### src/rtl/mw_eeprom_pkg.sv
package mw_eeprom_pkg;

  // One EEPROM access, one state per half-period of the serial clock.
  typedef enum logic [3:0] {
    SH_IDLE,
    SH_DESEL,
    SH_SEL,
    SH_CMD_LO,
    SH_CMD_HI,
    SH_GAP,
    SH_DAT_HI,
    SH_DAT_LO,
    SH_END
  } shift_state_e;

  // Whole-image load sequencing.
  typedef enum logic [2:0] {
    LD_BOOT,
    LD_IDLE,
    LD_PROBE_REQ,
    LD_PROBE_WAIT,
    LD_WORD_REQ,
    LD_WORD_WAIT,
    LD_FINISH
  } load_state_e;

  // Start bit plus read opcode, sent in front of the address.
  localparam logic [2:0] READ_OPCODE = 3'b110;

endpackage

### src/rtl/mw_half_timer.sv
module mw_half_timer #(
  parameter int unsigned HALF_CYCLES = 4
) (
  input  logic clk,
  input  logic rst_n,
  input  logic run,
  output logic tick
);

  localparam int unsigned CNT_W = (HALF_CYCLES > 1) ? $clog2(HALF_CYCLES) : 1;
  localparam logic [CNT_W-1:0] LAST = CNT_W'(HALF_CYCLES - 1);

  logic [CNT_W-1:0] cnt;

  always_ff @(posedge clk) begin
    if (!rst_n) begin
      cnt <= '0;
    end else if (!run || cnt == LAST) begin
      cnt <= '0;
    end else begin
      cnt <= cnt + CNT_W'(1);
    end
  end

  // The tick marks the last cycle of each half-period.
  assign tick = run && (cnt == LAST);

  // the half-period counter never runs past its limit.
  a_r3_half_count_bound: assert property (@(posedge clk) disable iff (!rst_n)
    cnt <= LAST);

endmodule

### src/rtl/mw_word_shifter.sv
module mw_word_shifter
  import mw_eeprom_pkg::*;
#(
  parameter int unsigned CLK_DIV = 4,
  parameter int unsigned FRAME_W = 13,
  parameter int unsigned WORD_W  = 16
) (
  input  logic               clk,
  input  logic               rst_n,
  input  logic               req,
  input  logic [FRAME_W-1:0] frame,
  input  logic               rom_so,
  output logic               rom_cs,
  output logic               rom_sck,
  output logic               rom_si,
  output logic               word_done,
  output logic [WORD_W-1:0]  word_q
);

  localparam int unsigned MAX_BITS = (FRAME_W > WORD_W) ? FRAME_W : WORD_W;
  localparam int unsigned IDX_W    = $clog2(MAX_BITS);
  localparam logic [IDX_W-1:0] CMD_LAST = IDX_W'(FRAME_W - 1);
  localparam logic [IDX_W-1:0] DAT_LAST = IDX_W'(WORD_W - 1);

  shift_state_e       st;
  logic [FRAME_W-1:0] cmd_sh;
  logic [IDX_W-1:0]   bit_idx;
  logic               half_tick;
  logic               timer_run;

  assign timer_run = (st != SH_IDLE);

  mw_half_timer #(
    .HALF_CYCLES(CLK_DIV)
  ) u_half_timer (
    .clk  (clk),
    .rst_n(rst_n),
    .run  (timer_run),
    .tick (half_tick)
  );

  always_ff @(posedge clk) begin
    if (!rst_n) begin
      st        <= SH_IDLE;
      cmd_sh    <= '0;
      bit_idx   <= '0;
      word_q    <= '0;
      word_done <= 1'b0;
    end else begin
      word_done <= 1'b0;
      if (st == SH_IDLE) begin
        if (req) begin
          st      <= SH_DESEL;
          cmd_sh  <= frame;
          bit_idx <= '0;
        end
      end else if (half_tick) begin
        case (st)
          SH_DESEL:  st <= SH_SEL;
          SH_SEL:    st <= SH_CMD_LO;
          SH_CMD_LO: st <= SH_CMD_HI;
          SH_CMD_HI: begin
            if (bit_idx == CMD_LAST) begin
              st      <= SH_GAP;
              bit_idx <= '0;
            end else begin
              st      <= SH_CMD_LO;
              bit_idx <= bit_idx + IDX_W'(1);
              cmd_sh  <= {cmd_sh[FRAME_W-2:0], 1'b0};
            end
          end
          SH_GAP:    st <= SH_DAT_HI;
          SH_DAT_HI: begin
            word_q <= {word_q[WORD_W-2:0], rom_so};
            st     <= SH_DAT_LO;
          end
          SH_DAT_LO: begin
            if (bit_idx == DAT_LAST) begin
              st <= SH_END;
            end else begin
              st      <= SH_DAT_HI;
              bit_idx <= bit_idx + IDX_W'(1);
            end
          end
          SH_END: begin
            st        <= SH_IDLE;
            word_done <= 1'b1;
          end
          default: st <= SH_IDLE;
        endcase
      end
    end
  end

  // Pin levels decoded straight from the state register.
  assign rom_cs  = (st == SH_SEL) || (st == SH_CMD_LO) || (st == SH_CMD_HI) ||
                   (st == SH_GAP) || (st == SH_DAT_HI) || (st == SH_DAT_LO);
  assign rom_sck = (st == SH_CMD_HI) || (st == SH_DAT_HI);
  assign rom_si  = ((st == SH_CMD_LO) || (st == SH_CMD_HI)) && cmd_sh[FRAME_W-1];

  // the shift clock only toggles inside a selected access.
  a_r2_sck_inside_select: assert property (@(posedge clk) disable iff (!rst_n)
    rom_sck |-> rom_cs);

  // the EEPROM is deselected when an access reports completion.
  a_r2_deselect_at_word_end: assert property (@(posedge clk) disable iff (!rst_n)
    word_done |-> !rom_cs);

  // serial input holds still for the whole high half-period.
  a_r3_si_steady_while_high: assert property (@(posedge clk) disable iff (!rst_n)
    (rom_sck && $past(rom_sck)) |-> $stable(rom_si));

endmodule

### src/rtl/mw_load_seq.sv
module mw_load_seq
  import mw_eeprom_pkg::*;
#(
  parameter int unsigned NUM_WORDS   = 64,
  parameter int unsigned WORD_W      = 16,
  parameter int unsigned SHORT_AW    = 6,
  parameter int unsigned LONG_AW     = 8,
  parameter int unsigned FRAME_W     = 13,
  parameter int unsigned ADDR_WORDS  = 3,
  parameter logic [WORD_W-1:0] CHECK_VALUE = 16'hBABA
) (
  input  logic                         clk,
  input  logic                         rst_n,
  input  logic                         start,
  input  logic                         word_done,
  input  logic [WORD_W-1:0]            word_q,
  output logic                         rd_req,
  output logic [FRAME_W-1:0]           rd_frame,
  output logic [ADDR_WORDS*WORD_W-1:0] station_addr,
  output logic                         image_valid,
  output logic                         load_done
);

  localparam int unsigned IDX_W  = $clog2(NUM_WORDS);
  localparam int unsigned ADDR_W = ADDR_WORDS * WORD_W;
  localparam int unsigned BYTE_W = WORD_W / 2;
  localparam logic [IDX_W-1:0]  LAST_IDX = IDX_W'(NUM_WORDS - 1);
  localparam logic [WORD_W-1:0] ALL_ONES = '1;

  load_state_e        st;
  logic               wide_aw;
  logic [IDX_W-1:0]   widx;
  logic [WORD_W-1:0]  sum;
  logic [WORD_W-1:0]  id_word [ADDR_WORDS];
  logic [ADDR_W-1:0]  id_swapped;
  logic [FRAME_W-1:0] frame_short;
  logic [FRAME_W-1:0] frame_long;
  logic               launch;

  // Byte order on the station address: low byte of each word first.
  generate
    for (genvar g = 0; g < ADDR_WORDS; g++) begin : g_swap
      assign id_swapped[ADDR_W-1-g*WORD_W -: WORD_W] =
        {id_word[g][BYTE_W-1:0], id_word[g][WORD_W-1:BYTE_W]};
    end
  endgenerate

  // Fixed-length frame: zero padding, opcode, then the address.
  assign frame_short = FRAME_W'({READ_OPCODE, SHORT_AW'(widx)});
  assign frame_long  = FRAME_W'({READ_OPCODE, LONG_AW'(widx)});
  assign rd_frame    = wide_aw ? frame_long : frame_short;
  assign rd_req      = (st == LD_PROBE_REQ) || (st == LD_WORD_REQ);
  assign launch      = (st == LD_BOOT) || ((st == LD_IDLE) && start);

  always_ff @(posedge clk) begin
    if (!rst_n) begin
      st           <= LD_BOOT;
      wide_aw      <= 1'b0;
      widx         <= '0;
      sum          <= '0;
      station_addr <= '0;
      image_valid  <= 1'b0;
      load_done    <= 1'b0;
      for (int k = 0; k < ADDR_WORDS; k++) id_word[k] <= '0;
    end else begin
      load_done <= 1'b0;
      if (launch) begin
        st           <= LD_PROBE_REQ;
        wide_aw      <= 1'b0;
        widx         <= '0;
        sum          <= '0;
        image_valid  <= 1'b0;
        station_addr <= '0;
      end else begin
        case (st)
          LD_PROBE_REQ: st <= LD_PROBE_WAIT;
          LD_PROBE_WAIT: begin
            if (word_done) begin
              wide_aw <= (word_q == ALL_ONES);
              st      <= LD_WORD_REQ;
            end
          end
          LD_WORD_REQ: st <= LD_WORD_WAIT;
          LD_WORD_WAIT: begin
            if (word_done) begin
              sum <= sum + word_q;
              for (int k = 0; k < ADDR_WORDS; k++) begin
                if (widx == IDX_W'(k)) id_word[k] <= word_q;
              end
              if (widx == LAST_IDX) begin
                st <= LD_FINISH;
              end else begin
                widx <= widx + IDX_W'(1);
                st   <= LD_WORD_REQ;
              end
            end
          end
          LD_FINISH: begin
            image_valid  <= (sum == CHECK_VALUE);
            station_addr <= (sum == CHECK_VALUE) ? id_swapped : '0;
            load_done    <= 1'b1;
            st           <= LD_IDLE;
          end
          default: st <= LD_IDLE;
        endcase
      end
    end
  end

  // an invalid image never shows a non-zero address.
  a_r8_zero_when_invalid: assert property (@(posedge clk) disable iff (!rst_n)
    !image_valid |-> (station_addr == '0));

  // the completion strobe lasts one cycle.
  a_r9_done_single_cycle: assert property (@(posedge clk) disable iff (!rst_n)
    load_done |=> !load_done);

  // results only move with the strobe or after a start request.
  a_r9_result_held: assert property (@(posedge clk) disable iff (!rst_n)
    !start |=> (load_done || ($stable(image_valid) && $stable(station_addr))));

endmodule

### src/rtl/mw_eeprom_loader.sv
module mw_eeprom_loader #(
  parameter int unsigned CLK_DIV    = 4,
  parameter int unsigned NUM_WORDS  = 64,
  parameter int unsigned WORD_W     = 16,
  parameter int unsigned SHORT_AW   = 6,
  parameter int unsigned LONG_AW    = 8,
  parameter int unsigned FRAME_W    = 13,
  parameter int unsigned ADDR_WORDS = 3,
  parameter logic [WORD_W-1:0] CHECK_VALUE = 16'hBABA
) (
  input  logic                         clk,
  input  logic                         rst_n,
  input  logic                         start,
  output logic                         rom_cs,
  output logic                         rom_sck,
  output logic                         rom_si,
  input  logic                         rom_so,
  output logic [ADDR_WORDS*WORD_W-1:0] station_addr,
  output logic                         image_valid,
  output logic                         load_done
);

  logic               rd_req;
  logic [FRAME_W-1:0] rd_frame;
  logic               word_done;
  logic [WORD_W-1:0]  word_q;

  mw_word_shifter #(
    .CLK_DIV(CLK_DIV),
    .FRAME_W(FRAME_W),
    .WORD_W (WORD_W)
  ) u_shifter (
    .clk      (clk),
    .rst_n    (rst_n),
    .req      (rd_req),
    .frame    (rd_frame),
    .rom_so   (rom_so),
    .rom_cs   (rom_cs),
    .rom_sck  (rom_sck),
    .rom_si   (rom_si),
    .word_done(word_done),
    .word_q   (word_q)
  );

  mw_load_seq #(
    .NUM_WORDS  (NUM_WORDS),
    .WORD_W     (WORD_W),
    .SHORT_AW   (SHORT_AW),
    .LONG_AW    (LONG_AW),
    .FRAME_W    (FRAME_W),
    .ADDR_WORDS (ADDR_WORDS),
    .CHECK_VALUE(CHECK_VALUE)
  ) u_seq (
    .clk         (clk),
    .rst_n       (rst_n),
    .start       (start),
    .word_done   (word_done),
    .word_q      (word_q),
    .rd_req      (rd_req),
    .rd_frame    (rd_frame),
    .station_addr(station_addr),
    .image_valid (image_valid),
    .load_done   (load_done)
  );

endmodule

### config.mk
export PLATFORM = sky130hd
export DESIGN_NAME = mw_eeprom_loader
export DESIGN_NICKNAME = d
export VERILOG_FILES = /design/src/rtl/mw_eeprom_pkg.sv /design/src/rtl/mw_half_timer.sv /design/src/rtl/mw_word_shifter.sv /design/src/rtl/mw_load_seq.sv /design/src/rtl/mw_eeprom_loader.sv
export SDC_FILE = /design/constraint.sdc
export NUM_CORES = 1
export LEC_CHECK = 0
export ABC_AREA = 1
export BUFFER_PORTS_ARGS = -buffer_cell sky130_fd_sc_hd__buf_2
export CORE_MARGIN = 2
export CORE_UTILIZATION = 60
export DETAILED_ROUTE_END_ITERATION = 12
export GPL_TIMING_DRIVEN = 0
export PLACE_DENSITY = 0.77
export SYNTH_ARGS = -nofsm -noshare
export SYNTH_HDL_FRONTEND = slang
export SYNTH_SLANG_ARGS = --single-unit
### constraint.sdc
create_clock -name clk -period 4.2 [get_ports clk]
set_clock_uncertainty 0.2 [all_clocks]
set_input_delay 1.26 -clock clk [delete_from_list [all_inputs] [get_ports clk]]
set_output_delay 1.26 -clock clk [all_outputs]
set_load 0.05 [all_outputs]
# ---- After elaboration in Yosys (flattened, before gate mapping)
# Memory sizes are Yosys's and may differ from the RTL's.
# Index checks and enable logic that the tools add are counted.
dict set report totals {
  output_inout_bits 53
  inputBits 4
  memories 1
  ff_bits 116
  ram_bits 48
  elab_cells 136
}
dict set report op_classes {
  bitwise 7
  muxes 48
  add_sub_neg 4
  eq_ne 29
  n_reduce_logical 33
}
# memory depth width read_ports rd_clocked_by_memory_dff write_ports line_no
set memory_table {}
lappend memory_table {u_seq.id_word 3 16 3 0 3 mw_load_seq.sv:34} ;# logic [WORD_W-1:0] id_word [ADDR_WORDS];
# cell n
set op_table {}
lappend op_table {{$mux W13} 5}
lappend op_table {{$mux W16} 3}
lappend op_table {{$mux W48} 1}
lappend op_table {{$mux W4} 9}
lappend op_table {{$eq A16 B16 Y1 const B} 2}
lappend op_table {{$pmux W4 S7} 1}
lappend op_table {{$mux W1} 21}
lappend op_table {{$add A16 B16 Y16} 1}
lappend op_table {{$eq A4 B3 Y1 const B} 4}
lappend op_table {{$eq A4 B4 Y1 const B} 3}
lappend op_table {{$pmux W3 S4} 1}
lappend op_table {{$mux W11} 1}
lappend op_table {{$logic_or A1 B1 Y1} 10}
lappend op_table {{$reduce_and A2 Y1} 5}
lappend op_table {{$eq A3 B3 Y1 const B} 3}
lappend op_table {{$mux W3} 3}
lappend op_table {{$ne A3 B2 Y1 const B} 3}
lappend op_table {{$eq A4 B2 Y1 const B} 2}
lappend op_table {{$pmux W4 S2} 1}
lappend op_table {{$reduce_and A4 Y1} 2}
lappend op_table {{$add A6 B1 Y6 const B} 1}
lappend op_table {{$eq A3 B2 Y1 const B} 2}
lappend op_table {{$eq A6 B1 Y1 const B} 1}
lappend op_table {{$eq A6 B2 Y1 const B} 1}
lappend op_table {{other kinds (22)} 35}

# ---- Depth between registers and ports, before layout
# Gate-level depths: netlist of the first run.
dict set report depth {
  word_depth 8
  depth_mapped 12
  ltp_nobuf 12
}

# ---- Hierarchy
# From an unflattened synthesis of the first run, not the netlist that was laid out.
dict set report unflattened {
  cells_unflattened 955
  area_unflattened_um2 7522.2
}
# mod n_inst cells_each area_each_um2 seq_area_each_um2
set modules_own_cells {}
lappend modules_own_cells {mw_load_seq 1 664 5596.6 2962.8}
lappend modules_own_cells {mw_word_shifter 1 281 1840.5 760.7}
lappend modules_own_cells {mw_half_timer 1 10 85.1 40.0}

# ---- Worst setup path before layout of the first run
# No wires, ideal clock.
dict set report synth_path {
  path_kind {input-to-reg}
  start {in rst_n}
  end {mem u_seq.id_word[0][0], enable pin}
  stages 4
  arrival_ns 3.121
  path_buffers 2
  required_ns 3.589
  setup_time_ns 0.411
  setup_slack_ns 0.468
  cell_sequence {clkbuf_1 nand2_1 clkbuf_1 o21ai_0}
}
# element line_no
set synth_rtl {}
lappend synth_rtl {{start: declaration} mw_eeprom_loader.sv:12} ;# input logic rst_n,
lappend synth_rtl {{end: declaration} mw_load_seq.sv:34}

==> flow_metrics.py, run 1 <==
metrics = {
    "power": {
        "internal-power_mw": 2.56,
        "p_total_mw": 3.38,
        "p_sw_mw": 0.827,
        "vdd_drop_max_v": 0.000343,
        "power_density_mw_per_mm2": 411,
        "seqPwrFrac": 0.496,
        "pwr-share-clk": 0.454,
        "combPwrFrac": 0.050,
        "p_leak_nw": 3.41,
        "swShare": 0.244,
    },
    "critical_path": {
        "cp_data_arrival_time_ns": 3.28,
        "reg2reg_from": "u_seq.st[0]",
        "crit_fanout": 16,
        "rr_endpoint": "u_seq.id_word[0][5]",
        "cp.required_ns": 4.06,
        "reg2reg_slack_ns": 1.40,
        "rr_worst_depth": 7,
        "critical_path_class": "input pin to flop",
        "cp-start-kind": "input pin",
        "endpoint_kind": "flop",
    },
    "routing": {
        "totalWireLength_mm": 16.4,
        "via_per_inst": 5.40,
        "drc": 0,
        "detailroute.via_count": 6003,
        "routedWlPerCell_um": 14.8,
        "detail-route-antenna-nets": 0,
        "first_pass_iters": 5,
        "initialDrtViolationCount": 519,
    },
    "synthesis": {
        "postSynthCellCount": 882,
        "syn_nets": 909,
        "synth_area_leaders": "dfxtp_1 (32%), edfxtp_1 (20%), nand2_1 (10%)",
        "synth-edff-count": 48,
        "synth_warnings": 0,
        "synth_flop_cell": "dfxtp_1",
        "yosysTopAreaCellShare": 0.323,
        "synthArstFlopShare": 0,
        "yosysTopAreaCell": "dfxtp_1",
        "postSynthAreaPerCell_um2": 8.15,
        "syn_area_mm2": 0.00719,
        "synth.ff_latch_count": 164,
        "seq_area_frac_synth": 0.523,
        "synth.distinct_cells": 38,
    },
    "clocking": {
        "hold_buffers": 0,
        "root_buffer": "clkbuf_16",
        "cts_buffers": 17,
        "htree_num_levels": 4,
        "cts.path.max_buffers": 2,
        "cts_setup_buffers": 0,
        "cts_tree": "yes",
        "clkSinkCount": 164,
        "worstSkewPairLatency_ns": 0.43,
        "cts_resized": 0,
        "cts.clk_slew.worst_paths_ns": 0.06,
    },
    "timing": {
        "hold_viol": 0,
        "whs_ns": 0.240,
        "period_share": 0.816,
        "fin_ws_ns": 0.773,
        "final-max-slew-violation-count": 0,
        "rsz0062_at_grt": "false",
        "setup_violations": 0,
        "fin_crit_ns": 3.43,
        "fmaxAchievable_ghz": 0.292,
        "relSlewSlack": 0.389,
        "tightestPinTransition_ns": 0.916,
    },
    "hold_path": {
        "worstHoldStart": "u_shifter.u_half_timer.cnt[0]",
        "hp-class": "flop to flop",
        "hold_path_depth": 1,
        "min_to": "u_shifter.u_half_timer.cnt[0]",
    },
    "grt": {
        "grt.busiest_layer": "met2",
        "antenna_found_initial": 0,
        "grt_use_total": 0.268,
        "met1_usage": 0.361,
        "grt_pass1_vias": 5460,
        "grt_max_degree": 17,
        "overflow": 0,
        "use_met2": 0.435,
        "met3_usage": 0.0627,
        "grt_first_pass_wirelength_mm": 26.9,
    },
    "cells_and_area": {
        "final_net_count": 983,
        "areaGrowthSynthToFinish_pct": 14.4,
        "fin_cells": 1112,
        "utilization": 0.711,
        "drive_gt1_frac": 0.131,
        "antenna_cells": 0,
    },
    "die": {
        "core_mm2": 0.0116,
        "die_w_um": 113,
        "die_y_um": 113,
        "die-area_mm2": 0.0129,
        "pin_count": 57,
        "rows": 39,
        "start_util": 0.622,
    },
    "status": {
        "status": "completed",
    },
    "placed_design": {
        "gp_congestion": 0.921,
        "port_buffers": 55,
        "place_ws_ns": 0.348,
        "place_hpwl_mm": 11.7,
        "dp.cells": 1080,
    },
    "run": {
        "max_cap_violations": 0,
    },
}
[routing by layer]
metal / vias to the layer above / part of all wire
li1: 3066 / -
met1: 2765 / 0.47
met2: 146 / 0.47
met3: 26 / 0.044
met4: 0 / 0.016
met5: - / 0
[critical path, stage by stage]
cell and delay, ns:
clkbuf_1 0.33, nand2_1 0.41, clkbuf_1 0.43, o21ai_2 0.83
[cell usage in the layout (no fill, tap or decap), types with 5 or more instances in the layout]
master and count:
clkbuf_1 20, edfxtp_1 48, a21oi_1 100, inv_6 5, ha_1 22, nor2_1 73, nand4_1 7, nand3_1 91
inv_2 6, clkbuf_16 17, inv_1 96, dfxtp_1 116, buf_2 66, o21ai_0 43, nor3_1 7, nor4_1 6
nand2_1 196
[state kept, by name (all words and copies together), names as in the netlist, 3 cells and up]
register,flops
u_seq.sum,16
u_seq.id_word,48
u_seq.widx,6
u_seq.station_addr,48
u_shifter.cmd_sh,13
u_shifter.word_q,16
u_seq.st,3
u_shifter.bit_idx,4
u_shifter.st,4
[cells by family after synthesis]
group,share of synthesized area
simple gates,0.240
flops,0.523
compound gates,0.112
buf+inv,0.0788
fa+ha+maj,0.0411
xor+xnor,0.00487
[cell usage after synthesis, types with 2 or more instances]
cell,instances
inv_2,6
o211ai_1,3
xor2_1,2
edfxtp_1,48
buf_6,2
nand3_1,91
nand3_2,2
a31oi_1,2
nand2_2,3
ha_1,22
nand3b_1,2
clkbuf_1,20
nor3_1,7
nand2_1,196
buf_4,3
nor4_1,6
or2_2,3
nand4_1,7
nor2_2,3
nor2_1,73
dfxtp_1,116
a21oi_1,100
o21ai_0,44
buf_2,11
inv_1,96
xnor2_1,2
[worst max path at each step]
stage	depth (start not counted)	startpoint	end	slack (ns)
after floorplan	4	rst_n	u_seq.id_word[0][0]	0.47
final	4	rst_n	u_seq.id_word[0][5]	0.77
after CTS	4	rst_n	u_seq.id_word[0][15]	0.80
after detailed placement	4	rst_n	u_seq.id_word[0][7]	0.35
after global placement	4	rst_n	u_seq.id_word[0][7]	-0.77
after global routing	4	rst_n	u_seq.id_word[0][15]	0.71
[power groups by stage]
stage / combinational [mW] / sequential (mW) / clock (mW)
final: 0.170 / 1.68 / 1.54
after global routing: 0.192 / 1.68 / 1.62
after CTS: 0.170 / 1.68 / 1.54
after detailed placement: 0.167 / 1.71 / 0
after global placement: 0.164 / 1.71 / 0
after floorplan: 0.126 / 1.71 / 0
[area by class of cell]
| type | count | area [um^2] |
|---|---|---|
| Buffer | 37 | 179 |
| Clock buffer | 18 | 439 |
| Clock inverter | 14 | 140 |
| Fill cell | 915 | 3340 |
| Inverter | 103 | 388 |
| Multi-Input combinational cell | 578 | 2860 |
| Sequential cell | 164 | 3760 |
| Tap cell | 143 | 179 |
| Timing Repair Buffer | 55 | 275 |
[stage by stage]
stage,setup TNS (ns),area (um^2)
after floorplan,0,7190
after global placement,-12.24,7640
after detailed placement,0,7650
after CTS,0,8230
after global routing,0,8230
final,0,8230
Note: power is estimated with default switching activity, not from simulation.
==> run 2: changes to the inputs <==
CORE_UTILIZATION = 54   (was 60)
PLACE_DENSITY = 0.73   (was 0.77)
clock period = 2.9 ns   (was 4.2 ns; I/O delays follow)
==> flow_metrics.py, run 2 (synthesized netlist as in run 1, its figures left out) <==
metrics = {
    "placed_design": {
        "port_buffers": 55,
        "dpl-instance-area_mm2": 0.00769,
        "gp_congestion": 0.926,
        "place_hpwl_mm": 11.7,
    },
    "grt": {
        "grt_use_total": 0.237,
        "grt_max_degree": 17,
        "grt_first_pass_wirelength_mm": 26.4,
        "antenna_found_initial": 0,
        "grt_pass1_vias": 5419,
        "overflow": 0,
    },
    "clocking": {
        "htree_num_levels": 4,
        "root_buffer": "clkbuf_16",
        "cts.path.max_buffers": 2,
        "cts.clk_slew.worst_paths_ns": 0.06,
        "cts_buffers": 17,
        "worstSkewPairLatency_ns": 0.43,
        "clkSinkCount": 164,
        "cts_tree": "yes",
    },
    "timing": {
        "period_share": 0.948,
        "fmaxAchievable_ghz": 0.364,
        "hold_viol": 0,
        "final-max-slew-violation-count": 0,
        "relSlewSlack": 0.469,
        "fin_crit_ns": 2.75,
        "setup_violations": 0,
        "rsz0062_at_grt": "false",
        "tightestPinTransition_ns": 0.794,
        "whs_ns": 0.233,
    },
    "critical_path": {
        "crit_fanout": 6,
        "cp_top_family": "buffers and inverters",
        "reg2reg_from": "u_seq.st[0]",
        "crit_cells": 6,
        "critPathLaunch": "u_shifter.st[3]",
        "cp.required_ns": 1.83,
        "cp-endpoint": "rom_si",
        "endpoint_kind": "primary output",
        "cp-start-kind": "flop",
        "cp_data_arrival_time_ns": 1.68,
        "rr_endpoint": "u_seq.id_word[0][5]",
        "critical_path_class": "flop to primary output",
        "slowest_stage": "dfxtp_1",
        "crit_buf_inv": 3,
        "reg2reg_slack_ns": 0.55,
        "critical_path.max_stage_delay_ns": 0.36,
        "rr_worst_depth": 8,
        "cp_cell_sequence": "inv_1 -> nand2_1 -> inv_1 -> nand2_1 -> a21boi_0 -> clkbuf_4",
    },
    "cells_and_area": {
        "drive_gt1_frac": 0.130,
        "top_regs": "u_seq.id_word x48, u_seq.station_addr x48",
        "mostFrequentLayoutCells": "nand2_1 (196), dfxtp_1 (116), a21oi_1 (100)",
        "final_net_count": 984,
        "final_common_cell": "nand2_1",
        "fillers": 1148,
        "fin_area_mm2": 0.00828,
        "areaGrowthSynthToFinish_pct": 15.1,
        "antenna_cells": 0,
    },
    "routing": {
        "first_pass_iters": 5,
        "drc": 0,
        "routedWlPerCell_um": 14.0,
        "initialDrtViolationCount": 442,
        "totalWireLength_mm": 16.1,
        "detail-route-antenna-nets": 0,
        "via_per_inst": 5.23,
        "detailroute.via_count": 5998,
    },
    "die": {
        "start_util": 0.547,
        "core_mm2": 0.0131,
        "die_y_um": 119,
        "rows": 42,
        "die-area_mm2": 0.0143,
        "die_w_um": 119,
        "pin_count": 57,
    },
    "hold_path": {
        "hp-class": "flop to flop",
    },
    "run": {
        "max_cap_violations": 0,
    },
    "power": {
        "vdd_drop_max_v": 0.000358,
        "power_density_mw_per_mm2": 583,
        "p_leak_nw": 3.40,
    },
    "status": {
        "status": "completed",
    },
}
==> run 2: changes by cell type in the layout (fill, tap and decap cells not counted), sizes merged <==
| cell | delta |
|---|---|
| inv | -3 |
| clkbuf | +2 |
| clkinv | +1 |
| clkinvlp | +1 |
==> run 2: area by class of cell <==
class | count | area (um^2) | share of cell area
Buffer | 37 | 179 | 0.0216
Timing Repair Buffer | 56 | 298 | 0.0360
Tap cell | 176 | 220 | 0.0266
Sequential cell | 164 | 3760 | 0.455
Clock inverter | 13 | 125 | 0.0151
Clock buffer | 19 | 433 | 0.0523
Inverter | 103 | 388 | 0.0469
Multi-Input combinational cell | 578 | 2870 | 0.347
==> run 2: worst min-delay path by stage <==
stage                     cells after the start  slack (ns)                     startpoint                             to
after floorplan                               1        0.21  u_shifter.u_half_timer.cnt[0]  u_shifter.u_half_timer.cnt[0]
after global placement                        1        0.22  u_shifter.u_half_timer.cnt[0]  u_shifter.u_half_timer.cnt[0]
after detailed placement                      1        0.23  u_shifter.u_half_timer.cnt[0]  u_shifter.u_half_timer.cnt[0]
after CTS                                     1        0.24  u_shifter.u_half_timer.cnt[0]  u_shifter.u_half_timer.cnt[0]
after global routing                          1        0.27  u_shifter.u_half_timer.cnt[0]  u_shifter.u_half_timer.cnt[0]
final                                         1        0.23  u_shifter.u_half_timer.cnt[0]  u_shifter.u_half_timer.cnt[0]
==> run 2: power by group <==
part           total [mW]  switching, mW  internal [mW]
Clock                2.15          0.953           1.19
Sequential           2.43         0.0272           2.41
Combinational       0.247          0.178         0.0689
==> run 2: routing by layer <==
metal | vias to the layer above | wire length [um] | GRT usage
met5 | - | 0 | 0
met4 | 0 | 305 | 0.0728
met3 | 30 | 825 | 0.0642
met2 | 146 | 7380 | 0.378
met1 | 2759 | 7590 | 0.316
li1 | 3063 | - | -
==> run 2: repair_timing <==
action / in CTS / in global routing
resized for setup: 1 / 1
hold buffers: 0 / 0
setup buffers: 0 / 1
cloned: 0 / 0
endpoints found under the setup margin: 16 / 17
pin swaps: 0 / 1
==> run 2: stage by stage <==
| stage | util | worst slack (ns) | std cells | power [mW] | setup TNS, ns |
|---|---|---|---|---|---|
| floorplan | - | 0.0608 | 882 | 2.66 | 0 |
| global placement | 0.585 | -0.553 | 1113 | 2.72 | -9.03 |
| detailed placement | 0.585 | -0.528 | 1113 | 2.73 | -8.47 |
| CTS | 0.628 | 0.122 | 1145 | 4.85 | 0 |
| global route | 0.630 | 0.00421 | 1146 | 4.97 | 0 |
| finish | 0.630 | 0.151 | 1146 | 4.83 | 0 |
